`config.mk`:
```
export PLATFORM = sky130hd
export DESIGN_NAME = dual_bus_register
export DESIGN_NICKNAME = d
export VERILOG_FILES = /design/src/rtl/dlbr_pkg.sv /design/src/rtl/dlbr_shifter.sv /design/src/rtl/dlbr_hold.sv /design/src/rtl/dlbr_bus_mux.sv /design/src/rtl/dual_bus_register.sv
export SDC_FILE = /design/constraint.sdc
export NUM_CORES = 1
export LEC_CHECK = 0
export ABC_AREA = 1
export BUFFER_PORTS_ARGS = -buffer_cell sky130_fd_sc_hd__clkbuf_2
export CAP_MARGIN = 10
export CORE_MARGIN = 5
export CORE_UTILIZATION = 35
export CTS_CLUSTER_DIAMETER = 150
export DETAILED_ROUTE_END_ITERATION = 8
export GPL_TIMING_DRIVEN = 0
export PLACE_DENSITY = 0.77
export SLEW_MARGIN = 20
export SYNTH_ARGS = -nofsm -noshare
export SYNTH_HDL_FRONTEND = slang
export SYNTH_SLANG_ARGS = --single-unit
```
`constraint.sdc`:
```
create_clock -name clk -period 0.8 [get_ports clk]
set_input_delay 0.08 -clock clk [delete_from_list [all_inputs] [get_ports clk]]
set_output_delay 0.08 -clock clk [all_outputs]
set_load 0.02 [all_outputs]
```
`src/rtl/dlbr_pkg.sv`:
```
// Shared definitions for the dual latched bus register.
// Assumes: the select code values are decoded only by dlbr_bus_mux.
package dlbr_pkg;

    // Bus function select codes.
    typedef enum logic [1:0] {
        BUS_NONE = 2'b00,
        BUS_A    = 2'b01,
        BUS_B    = 2'b10,
        BUS_OR   = 2'b11
    } bus_sel_e;

    localparam int NUM_CH = 2;

endpackage

```
`src/rtl/dlbr_shifter.sv`:
```
// Serial-in shift register feeding one channel store.
// Shifts toward the MSB; serial data enters bit 0.
// Assumes: synchronous active-low reset, WIDTH >= 2.
module dlbr_shifter #(
    parameter int WIDTH = 4
) (
    input  logic             clk,
    input  logic             rst_n,
    input  logic             shift_en,
    input  logic             ser_in,
    output logic [WIDTH-1:0] word
);

    logic [WIDTH-1:0] sreg;

    // Shift one place per enabled clock, clear on reset.
    always_ff @(posedge clk) begin
        if (!rst_n)
            sreg <= '0;
        else if (shift_en)
            sreg <= {sreg[WIDTH-2:0], ser_in};
    end

    assign word = sreg;


    shift_move_chk: assert property (@(posedge clk) disable iff (!rst_n)
        shift_en |=> (sreg[0] == $past(ser_in)) &&
                     (sreg[WIDTH-1:1] == $past(sreg[WIDTH-2:0])));


    shift_hold_chk: assert property (@(posedge clk) disable iff (!rst_n)
        !shift_en |=> $stable(sreg));

endmodule

```
`src/rtl/dlbr_hold.sv`:
```
// Clocked hold register for one channel with its driver model.
// Strobe acts as a load enable; clear has priority over load;
// disable gates the driver only and never alters the stored word.
// Assumes: synchronous active-low reset; clr/stb/dis active high.
module dlbr_hold #(
    parameter int WIDTH = 4
) (
    input  logic             clk,
    input  logic             rst_n,
    input  logic             stb,
    input  logic             clr,
    input  logic             dis,
    input  logic [WIDTH-1:0] din,
    output logic [WIDTH-1:0] q_val,
    output logic             q_en
);

    logic [WIDTH-1:0] store;

    // Capture the data source while strobe is high; clear wins.
    always_ff @(posedge clk) begin
        if (!rst_n || clr)
            store <= '0;
        else if (stb)
            store <= din;
    end

    // Driver model: disabled driver reports zero and enable low.
    always_comb begin
        q_en  = !dis;
        q_val = dis ? '0 : store;
    end


    load_take_chk: assert property (@(posedge clk) disable iff (!rst_n)
        (stb && !clr) |=> (store == $past(din)));


    hold_keep_chk: assert property (@(posedge clk) disable iff (!rst_n)
        (!stb && !clr) |=> $stable(store));


    clear_zero_chk: assert property (@(posedge clk) disable iff (!rst_n)
        clr |=> (store == '0));

endmodule

```
`src/rtl/dlbr_bus_mux.sv`:
```
// Resolves the two channel drivers onto the shared bus.
// Assumes: a disabled driver already presents a zero word, but the
// enable is still applied so the bus never depends on that.
module dlbr_bus_mux
    import dlbr_pkg::*;
#(
    parameter int WIDTH = 4
) (
    input  bus_sel_e         sel,
    input  logic [WIDTH-1:0] a_val,
    input  logic             a_en,
    input  logic [WIDTH-1:0] b_val,
    input  logic             b_en,
    output logic [WIDTH-1:0] bus
);

    logic [WIDTH-1:0] a_drv;
    logic [WIDTH-1:0] b_drv;

    // Mask each channel by its enable, then apply the function select.
    always_comb begin
        a_drv = a_en ? a_val : '0;
        b_drv = b_en ? b_val : '0;
        unique case (sel)
            BUS_NONE: bus = '0;
            BUS_A:    bus = a_drv;
            BUS_B:    bus = b_drv;
            BUS_OR:   bus = a_drv | b_drv;
            default:  bus = '0;
        endcase
    end

endmodule

```
`src/rtl/dual_bus_register.sv`:
```
// Top of the dual latched bus register: two channel stores, each fed
// from a parallel input or its own serial shift register, resolved
// onto one shared bus by a 2-bit function select.
// Assumes: one clock domain; synchronous active-low reset.
module dual_bus_register
    import dlbr_pkg::*;
#(
    parameter int WIDTH = 4
) (
    input  logic             clk,
    input  logic             rst_n,
    input  logic             ser_in,
    input  logic             shift_en,
    input  logic [1:0]       sel,
    input  logic [WIDTH-1:0] a_data,
    input  logic             a_stb,
    input  logic             a_clr,
    input  logic             a_dis,
    input  logic             a_src_ser,
    input  logic [WIDTH-1:0] b_data,
    input  logic             b_stb,
    input  logic             b_clr,
    input  logic             b_dis,
    input  logic             b_src_ser,
    output logic [WIDTH-1:0] a_q,
    output logic             a_oe,
    output logic [WIDTH-1:0] b_q,
    output logic             b_oe,
    output logic [WIDTH-1:0] bus
);

    logic [NUM_CH-1:0][WIDTH-1:0] ch_data;
    logic [NUM_CH-1:0]            ch_stb;
    logic [NUM_CH-1:0]            ch_clr;
    logic [NUM_CH-1:0]            ch_dis;
    logic [NUM_CH-1:0]            ch_src;
    logic [NUM_CH-1:0][WIDTH-1:0] ch_q;
    logic [NUM_CH-1:0]            ch_en;
    bus_sel_e                     sel_e;

    // Gather per-channel controls into arrays for the generate loop.
    always_comb begin
        ch_data = {b_data, a_data};
        ch_stb  = {b_stb, a_stb};
        ch_clr  = {b_clr, a_clr};
        ch_dis  = {b_dis, a_dis};
        ch_src  = {b_src_ser, a_src_ser};
        sel_e   = bus_sel_e'(sel);
    end

    for (genvar c = 0; c < NUM_CH; c++) begin : g_ch
        logic [WIDTH-1:0] sh_word;
        logic [WIDTH-1:0] src_word;

        dlbr_shifter #(.WIDTH(WIDTH)) u_shift (
            .clk      (clk),
            .rst_n    (rst_n),
            .shift_en (shift_en),
            .ser_in   (ser_in),
            .word     (sh_word)
        );

        // Pick the load source for this channel.
        assign src_word = ch_src[c] ? sh_word : ch_data[c];

        dlbr_hold #(.WIDTH(WIDTH)) u_hold (
            .clk   (clk),
            .rst_n (rst_n),
            .stb   (ch_stb[c]),
            .clr   (ch_clr[c]),
            .dis   (ch_dis[c]),
            .din   (src_word),
            .q_val (ch_q[c]),
            .q_en  (ch_en[c])
        );
    end

    dlbr_bus_mux #(.WIDTH(WIDTH)) u_mux (
        .sel   (sel_e),
        .a_val (ch_q[0]),
        .a_en  (ch_en[0]),
        .b_val (ch_q[1]),
        .b_en  (ch_en[1]),
        .bus   (bus)
    );

    assign a_q  = ch_q[0];
    assign a_oe = ch_en[0];
    assign b_q  = ch_q[1];
    assign b_oe = ch_en[1];


    a_dis_quiet_chk: assert property (@(posedge clk) disable iff (!rst_n)
        a_dis |-> (!a_oe && a_q == '0));


    b_dis_quiet_chk: assert property (@(posedge clk) disable iff (!rst_n)
        b_dis |-> (!b_oe && b_q == '0));


    bus_none_chk: assert property (@(posedge clk) disable iff (!rst_n)
        (sel == 2'b00) |-> (bus == '0));


    bus_or_chk: assert property (@(posedge clk) disable iff (!rst_n)
        (sel == 2'b11) |-> (bus == (a_q | b_q)));


    reset_empty_chk: assert property (@(posedge clk)
        !rst_n |=> (g_ch[0].u_hold.q_val == '0 && b_q == '0));

endmodule

```
; ---- Yosys cells after proc, flatten, opt, wreduce, memory -nomap -nowiden
; Cells that the tools add are included.
[word_totals]
output_inout_bits = 14
register_bits = 16
wordCells = 21
[classes]
bitwise = 1
reduce_logical = 6
n_eq_ne = 3
n_mux = 7
[ops]
columns = op, count
row1 = 4-bit two-way mux, 6
row2 = 4-bit one-hot mux with 4 select lines, 1
row3 = "2-bit == test, second input constant", 2
row4 = 4-bit bitwise OR, 1
row5 = 1-bit logical NOT, 3
row6 = "2-bit by 1-bit == test with 1-bit output, second input constant", 1
row7 = 2-bit logical NOT, 1
row8 = 1-bit logical OR, 2

; ---- Depth between registers and ports, before layout
; Gate-level depths: netlist of the first run.
[logic_depth]
word_depth = 4
depth_mapped = 5

; ---- Cells and area by module
; Synthesis of the first run repeated with hierarchy kept, for this count alone.
[hier_totals]
hier_cells = 144
hier_area_um2 = 835.8
[by_module_without_submodules]
columns = mod, n_inst, cells_each, area_each_um2
row1 = dlbr_hold, 2, 28, 175.2
row2 = dlbr_shifter, 2, 25, 166.4
row3 = dual_bus_register, 1, 26, 97.6
row4 = dlbr_bus_mux, 1, 12, 55.1

; ---- Worst setup path before layout of the first run
; No wires, ideal clock.
[synth_path]
path_kind = register to output
startpoint = reg g_ch[1].u_hold.store[0]
endpoint = out bus[0]
n_path_buf = 0
path_slack_ps = -253
arrival_ps = 973
t_required_ps = 720
path_stages_with_launch = 5
path_cell_list = dfxtp_1 inv_1 nor2_1 nand2_1 o21ai_0
[synth_between]
elab_chain_cells = 4
[synth_rtl]
columns = element, line
row1 = from (decl), dlbr_hold.sv:18  ; logic [WIDTH-1:0] store;
row2 = from (signal assigned), dlbr_hold.sv:25  ; store <= din;
row3 = 4-bit two-way mux (*), dlbr_hold.sv:31  ; q_val = dis ? '0 : store;
row4 = net b_q[0], dual_bus_register.sv:27  ; output logic [WIDTH-1:0] b_q,
row5 = 4-bit two-way mux (*), dlbr_bus_mux.sv:23  ; b_drv = b_en ? b_val : '0;
row6 = 4-bit bitwise OR, dlbr_bus_mux.sv:28  ; BUS_OR: bus = a_drv | b_drv;
row7 = 4-bit one-hot mux with 4 select lines (*), dlbr_bus_mux.sv:24  ; unique case (sel)
row8 = to (decl), dual_bus_register.sv:29  ; output logic [WIDTH-1:0] bus
; Mark *: on every way through the listed nets, which the timed path passes. The rest lies on a longest branch.

; ---- Final worst setup path of the first run
[layout_path]
startpoint = reg g_ch[1].u_hold.store[0]
endpoint = out bus[0]
[layout_between]
elab_chain_cells = 4
[layout_rtl]
columns = element, line
row1 = 4-bit two-way mux (*), dlbr_hold.sv:31
row2 = 4-bit two-way mux (*), dlbr_bus_mux.sv:23
row3 = 4-bit bitwise OR, dlbr_bus_mux.sv:28
row4 = 4-bit one-hot mux with 4 select lines (*), dlbr_bus_mux.sv:24
; Every way passes the cells marked *; elsewhere a longest branch is shown, timed or not.

==> results of run 1 <==
synthesized netlist by cell type (all sizes together):
cell | instances | share of area [%]
nand2 | 36 | 20
nor2 | 28 | 16
inv | 24 | 14
dfxtp | 12 | 36
nand3 | 8 | 6.1
o21ai | 7 | 5.3
buf | 2 | 2.3
metal layers:
metal / vias up / track usage [%]
met5: - / 0
met3: 5 / 4.23
met4: 0 / 6.38
met1: 335 / 15.7
met2: 32 / 25.7
li1: 421 / -
flip-flops by register name, indices dropped and copies added, names as in the netlist:
register           flops
g_ch.u_shift.word      4
g_ch.u_hold.store      8
through the flow:
step | utilization, % | instances | worst slack (ns) | TNS, ns | area [um^2]
after detailed placement | 51.1 | 175 | -0.0715 | -0.168 | 901
after floorplan | - | 117 | 0.00937 | 0 | 704
after global placement | 51.1 | 175 | -0.0259 | -0.0735 | 901
after global routing | 61.8 | 181 | -0.371 | -3.10 | 1090
after CTS | 59.7 | 180 | -0.301 | -2.58 | 1050
final | 61.8 | 181 | -0.302 | -2.46 | 1090
timing repair:
item                                    4_1_cts  5_1_grt
pin swaps                                     2        5
gates resized for setup                      40       17
endpoints found under the setup margin       12       13
buffers inserted                              2        1
power by group through the flow:
stage | clock network (uW) | logic (uW) | registers, uW
finish | 360 | 314 | 653
global route | 407 | 352 | 657
CTS | 373 | 299 | 653
detailed placement | 0 | 266 | 661
global placement | 0 | 259 | 661
floorplan | 0 | 161 | 655
logic make-up (layout without fill, tap and decap cells):
family	Yosys count	in the layout
compound gates	7	7
buf+inv	26	65
flops	12	12
simple gates	72	72
worst min path at each step:
stage	from	to	slack, ns	cells after the start
2_1_floorplan	a_dis	a_q[2]	0.19	1
3_5_place_dp	ser_in	g_ch[0].u_shift.word[0]	0.32	3
5_1_grt	ser_in	g_ch[0].u_shift.word[0]	0.05	3
3_3_place_gp	ser_in	g_ch[0].u_shift.word[0]	0.31	3
6_report	ser_in	g_ch[0].u_shift.word[0]	0.03	3
4_1_cts	ser_in	g_ch[0].u_shift.word[0]	0.03	3
worst reg2reg max path, stage by stage (launching register included):
cell,delay [ns]
dfxtp_2,0.33
buf_4,0.13
nor2_2,0.06
nor2_1,0.04
nand2_1,0.05
inv_1,0.03
cell usage in the layout, fill, tap and decap left out:
master    instances
buf_8             6
o21ai_0           4
o21ai_2           3
clkbuf_2         21
nand2_2           9
nand2_1          27
nor2_4            4
nor2_2            1
nor2_1           23
inv_2             8
inv_1            16
clkbuf_8          4
buf_6             3
dfxtp_1           4
clkbuf_4          3
dfxtp_2           8
nand3_1           8
buf_4             4
area by class of cell:
| cell class | count | area share [%] |
|---|---|---|
| Clock buffer | 3 | 2.07 |
| Timing Repair Buffer | 36 | 27.4 |
| Inverter | 24 | 8.27 |
| Multi-Input combinational cell | 79 | 35.0 |
| Buffer | 2 | 1.38 |
| Sequential cell | 12 | 23.0 |
| Tap cell | 25 | 2.87 |
==> out/results.tsv, run 1 <==
stage	metric	value	unit
yosys	synthCells	117	
cts	cts_buffers	3	
global_routing	grt_max_degree	9	
cts	clock_path_buffers	2	
yosys	muxShareOfSynthArea	0	%
status	violations	setup timing	
global_routing	grt-ovfl-total	0	
timing	drv_slew	0	
run	cap_violations	0	
floorplan	rows	15	
power	p_sw	383	uW
cts	cts.clk_slew.worst_paths	0.07	ns
layout	drive_above_1_share	47.4	%
power	combPwrFrac	23.7	%
layout	area_delta_synth_final	65.0	%
worst_setup_path	cp.depth	5	
layout	ff_latch_area	250	um^2
worst_setup_path	critPathMaxFanout	2	
yosys	ys_warn_count	0	
worst_setup_path	required	0.72	ns
worst_setup_path	max_stage_delay	0.33	ns
global_routing	antenna_found_initial	0	
yosys	yosys_register_bits	12	
yosys	synth_fa_ha_area_share	0	%
route	wl	1850	um
floorplan	die_h	53.4	um
worst_setup_path	path_delay_family	flip-flops	
global_routing	gr-usage-all-layers	14.5	%
worst_setup_path	crit_path_start_kind	flop	
route	detail-route-antenna-nets	0	
yosys	synth_xor_area_share	0	%
worst_setup_path	critPathBufInv	2	
worst_setup_path	crit_start	g_ch[1].u_hold.store[0]	
worst_setup_path	cp-end-kind	primary output	
route	dr.pass1.iters	4	
yosys	synthSimpleGateAreaFrac	42.4	%
cts	ctsHoldBuffers	0	
timing	finalClockSkew	0.000357	ns
floorplan	dieArea	2860	um^2
worst_setup_path	setup.worst_path.end	bus[0]	
floorplan	io_pins	36	
worst_setup_path	ff2ff_path_depth	5	
layout	multi_input_comb_area	382	um^2
floorplan	coreArea	1760	um^2
cts	clockRootBuffer	clkbuf_4	
power	irDropWorstVdd	0.000668	V
power	seqPwrFrac	49.2	%
worst_setup_path	crit_type	reg -> out	
route	met2_wirelength	915	um
cts	clock_latency	0.27	ns
floorplan	start_util	37.4	%
global_routing	grt_pass1_wl	3030	um
power	intPower	945	uW
route	route.met3.wl	185	um
power	power	1330	uW
worst_setup_path	arrival	1.02	ns
power	p_sw_share	28.8	%
place	place_congestion	0.806	
route	highest_layer	met4	
layout	diodes	0	
route	route.detailed.drc	0	
yosys	synth_area	661	um^2
yosys	yosysUniqueCellTypes	7	
timing	finalSetupViolations	12	
route	via_per_inst	4.38	
worst_setup_path	ff2ff_setup_slack	0.06	ns
power	clkPwrFrac	27.1	%
layout	nets	180	
cts	tritoncts	done	
timing	worstMarginPinSlew	0.183	ns
yosys	synth_nets	139	
status	status	finished, violations left	
worst_setup_path	r2r_start	g_ch[1].u_hold.store[1]	
timing	rsz0062_at_grt	yes	
cts	cts.sinks	12	
timing	timing.slew.headroom	87.8	%
worst_setup_path	slowest_stage	dfxtp_2	
route	m1WireLength	709	um
timing	fin_ws	-0.302	ns
timing	finalWorstPathRequiredPeriod	1.10	ns
yosys	syn_avg_cell_area	5.65	um^2
route	wl_per_cell	10.2	um
place	hpwl	1440	um
place	io_buffers	33	
yosys	synth_top_family_by_area	simple AND/OR/NAND/NOR gates	
timing	fin_worst_hold_slack	0.0342	ns
yosys	yosysSeqAreaShare	36.4	%
power	p_leak	0.000614	uW
route	vias	793	
floorplan	die_x	53.4	um
route	drt_iter0_drc	18	
layout	n_fill_cell	182	
timing	hold_violations	0	
timing	finalCritPeriodShare	138	%
yosys	synth_compound_area_share	5.30	%
worst_setup_path	r2r_end	g_ch[1].u_hold.store[1]	
power	pwr_density_cell	1220	nW/um^2
cts	htree_levels	1	
timing	fmax	907	MHz
worst_hold_path	hold_path.class	in -> reg	
worst_setup_path	crit_chain	inv_2 -> nor2_4 -> nand2_2 -> o21ai_2 -> clkbuf_8	
global_routing	grt_pass1_vias	755	
Note: power is estimated with default switching activity, not from simulation.
==> run 2: changes to the inputs <==
Settings changed: PLACE_DENSITY 0.77 to 0.73, SYNTH_HIERARCHICAL from default to 1.
==> run 2 against run 1 <==
  * The run still ends with setup timing left
  * Critical endpoint is now bus[2]
  * Clock power rose by 12%
  * Largest power group unchanged
  * Synthesized cell count rose by 23%
  * Critical path depth did not move
  * Sequential share of layout area rose by 1.3 points
  * Die area rose by 21%
==> out/results.tsv, run 2 <==
stage	metric	value	unit
timing	finalWorstPathRequiredPeriod	1.17	ns
layout	drive_above_1_share	49.0	%
layout	final_common_cell	nand2_1	
route	wl	2130	um
route	drt_iter0_drc	45	
timing	worstMarginPinSlew	0.250	ns
yosys	synth_common_cells	nand2_1, nor2_1, inv_1	
cts	tritoncts	done	
floorplan	die_x	58.9	um
route	detail-route-antenna-nets	0	
layout	final_area	1370	um^2
place	dp_slack	-0.0733	ns
timing	fin_worst_hold_slack	0.0454	ns
yosys	synth_enable_flop_cells	0	
route	dr.pass1.iters	4	
global_routing	grt_pass1_vias	777	
floorplan	io_pins	36	
layout	nets	216	
global_routing	grt-ovfl-total	0	
yosys	syn_avg_cell_area	5.80	um^2
timing	finalSetupViolations	12	
timing	finalClockSkew	0.00526	ns
timing	drv_slew	0	
global_routing	grt_max_degree	11	
place	hpwl	1540	um
worst_setup_path	ff2ff_path_depth	4	
timing	timing.slew.headroom	83.3	%
yosys	synth_nets	166	
worst_setup_path	max_stage_delay	0.34	ns
timing	finalCritPeriodShare	146	%
cts	clockRootBuffer	clkbuf_4	
yosys	yosysSeqAreaShare	38.3	%
cts	cts.sinks	16	
floorplan	dieArea	3470	um^2
worst_hold_path	whs_path_depth	3	
yosys	synthFlopType	dfxtp_1	
route	route.detailed.drc	0	
cts	htree_levels	1	
yosys	async_flop_share	0	%
yosys	synth_area	836	um^2
place	placed_area	1110	um^2
cts	cts_buffers	3	
layout	layout_common_cells	nand2_1, clkbuf_2, nor2_1	
place	placedCellCount	206	
layout	area_delta_synth_final	64.1	%
status	violations	setup timing	
layout	instances_no_fill	220	
global_routing	grt_pass1_wl	3200	um
route	vias	947	
layout	fin_util	60.8	%
worst_hold_path	hold_path.class	in -> reg	
yosys	synthCells	144	
worst_setup_path	crit_type	reg -> out	
timing	rsz0062_at_grt	yes	
yosys	yosysUniqueCellTypes	8	
cts	ctsHoldBuffers	0	
floorplan	coreArea	2250	um^2
floorplan	start_util	37.1	%
yosys	yosys_register_bits	16	
route	wl_per_cell	9.67	um
power	p_leak	0.000684	uW
worst_setup_path	required	0.72	ns
place	place_congestion	0.804	
cts	clock_latency	0.28	ns
timing	hold_violations	0	
global_routing	antenna_found_initial	0	
cts	cts.clk_slew.worst_paths	0.09	ns
yosys	yosys-top-cells-area	dfxtp_1, nand2_1, nor2_1	
worst_setup_path	critPathMaxFanout	2	
timing	fmax	854	MHz
cts	clock_path_buffers	2	
worst_setup_path	crit_chain	inv_2 -> nor2_4 -> nand3_2 -> nand2_2 -> buf_8	
floorplan	rows	17	
worst_setup_path	cp-end-kind	primary output	
worst_setup_path	slowest_stage	dfxtp_2	
yosys	synth_top_area_cell	dfxtp_1	
worst_setup_path	crit_path_start_kind	flop	
layout	diodes	0	
status	status	finished, violations left	
timing	fin_ws	-0.371	ns
power	pwr_density_cell	1170	nW/um^2
yosys	ys_warn_count	6	
run	cap_violations	0	
yosys	yosysMostFrequentCell	nand2_1	
global_routing	gr-usage-all-layers	11.8	%
route	via_per_inst	4.30	
place	io_buffers	34	
power	irDropWorstVdd	0.000934	V
layout	n_fill_cell	209	
floorplan	die_h	58.9	um
yosys	yosysTopAreaCellShare	38.3	%
worst_setup_path	arrival	1.09	ns
## run 2: cell count changes after synthesis, sizes merged
cell	previous run	this run
nor2	28	24
a21oi	0	8
dfxtp	12	16
o21ai	7	0
nand2	36	62
## run 2: cell families after synthesis
| kind of cell | synth area share (%) |
|---|---|
| AOI/OAI and AO/OA | 4.79 |
| buffers and inverters | 13.5 |
| DFF | 38.3 |
| and+or+nand+nor | 43.4 |
## run 2: critical path, delay by kind of cell (launching register included)
kind	cells	cell delay [ns]
flops	1	0.34
simple gates	3	0.33
buf+inv	2	0.15
## run 2: final cells by class
class	count	area, um^2	area share (%)
Timing Repair Buffer	45	353	25.7
Clock buffer	3	22.5	1.64
Inverter	24	90.1	6.57
Multi-Input combinational cell	102	515	37.6
Tap cell	28	35.0	2.55
Buffer	2	22.5	1.64
Sequential cell	16	333	24.3
## run 2: worst paths after layout
path                            from                      end  slack (ns)
max          g_ch[0].u_hold/store[2]                   bus[2]       -0.37
min reg2reg  g_ch[1].u_hold/store[0]  g_ch[1].u_hold/store[0]        0.46
max reg2reg  g_ch[1].u_hold/store[2]  g_ch[1].u_hold/store[2]        0.04
min                         shift_en  g_ch[1].u_shift/word[1]        0.05
## run 2: through the flow
step	total power, uW	setup TNS, ns
2_1_floorplan	1040	-0.110
3_3_place_gp	1160	-0.198
3_5_place_dp	1170	-0.261
4_1_cts	1600	-2.91
5_1_grt	1720	-3.83
6_report	1600	-3.03
## run 2: power breakdown
group | internal (uW) | switching (uW) | leakage, uW
registers | 837 | 23.4 | 0.000136
clock network | 174 | 228 | 0.0000138
logic | 145 | 195 | 0.000534
## run 2: routing by layer
metal | share of wire [%] | GRT usage (%) | vias up
met1 | 40 | 14.5 | 392
met5 | 0 | 0 | -
met4 | 1.9 | 3.88 | 0
met2 | 51 | 20.3 | 29
li1 | - | - | 522
met3 | 7.1 | 2.19 | 4
## run 2: what timing repair did
action / 4_1_cts / 5_1_grt
gates resized for setup: 34 / 26
endpoints found under the setup margin: 12 / 14
pin swaps: 0 / 10
setup buffers: 4 / 7
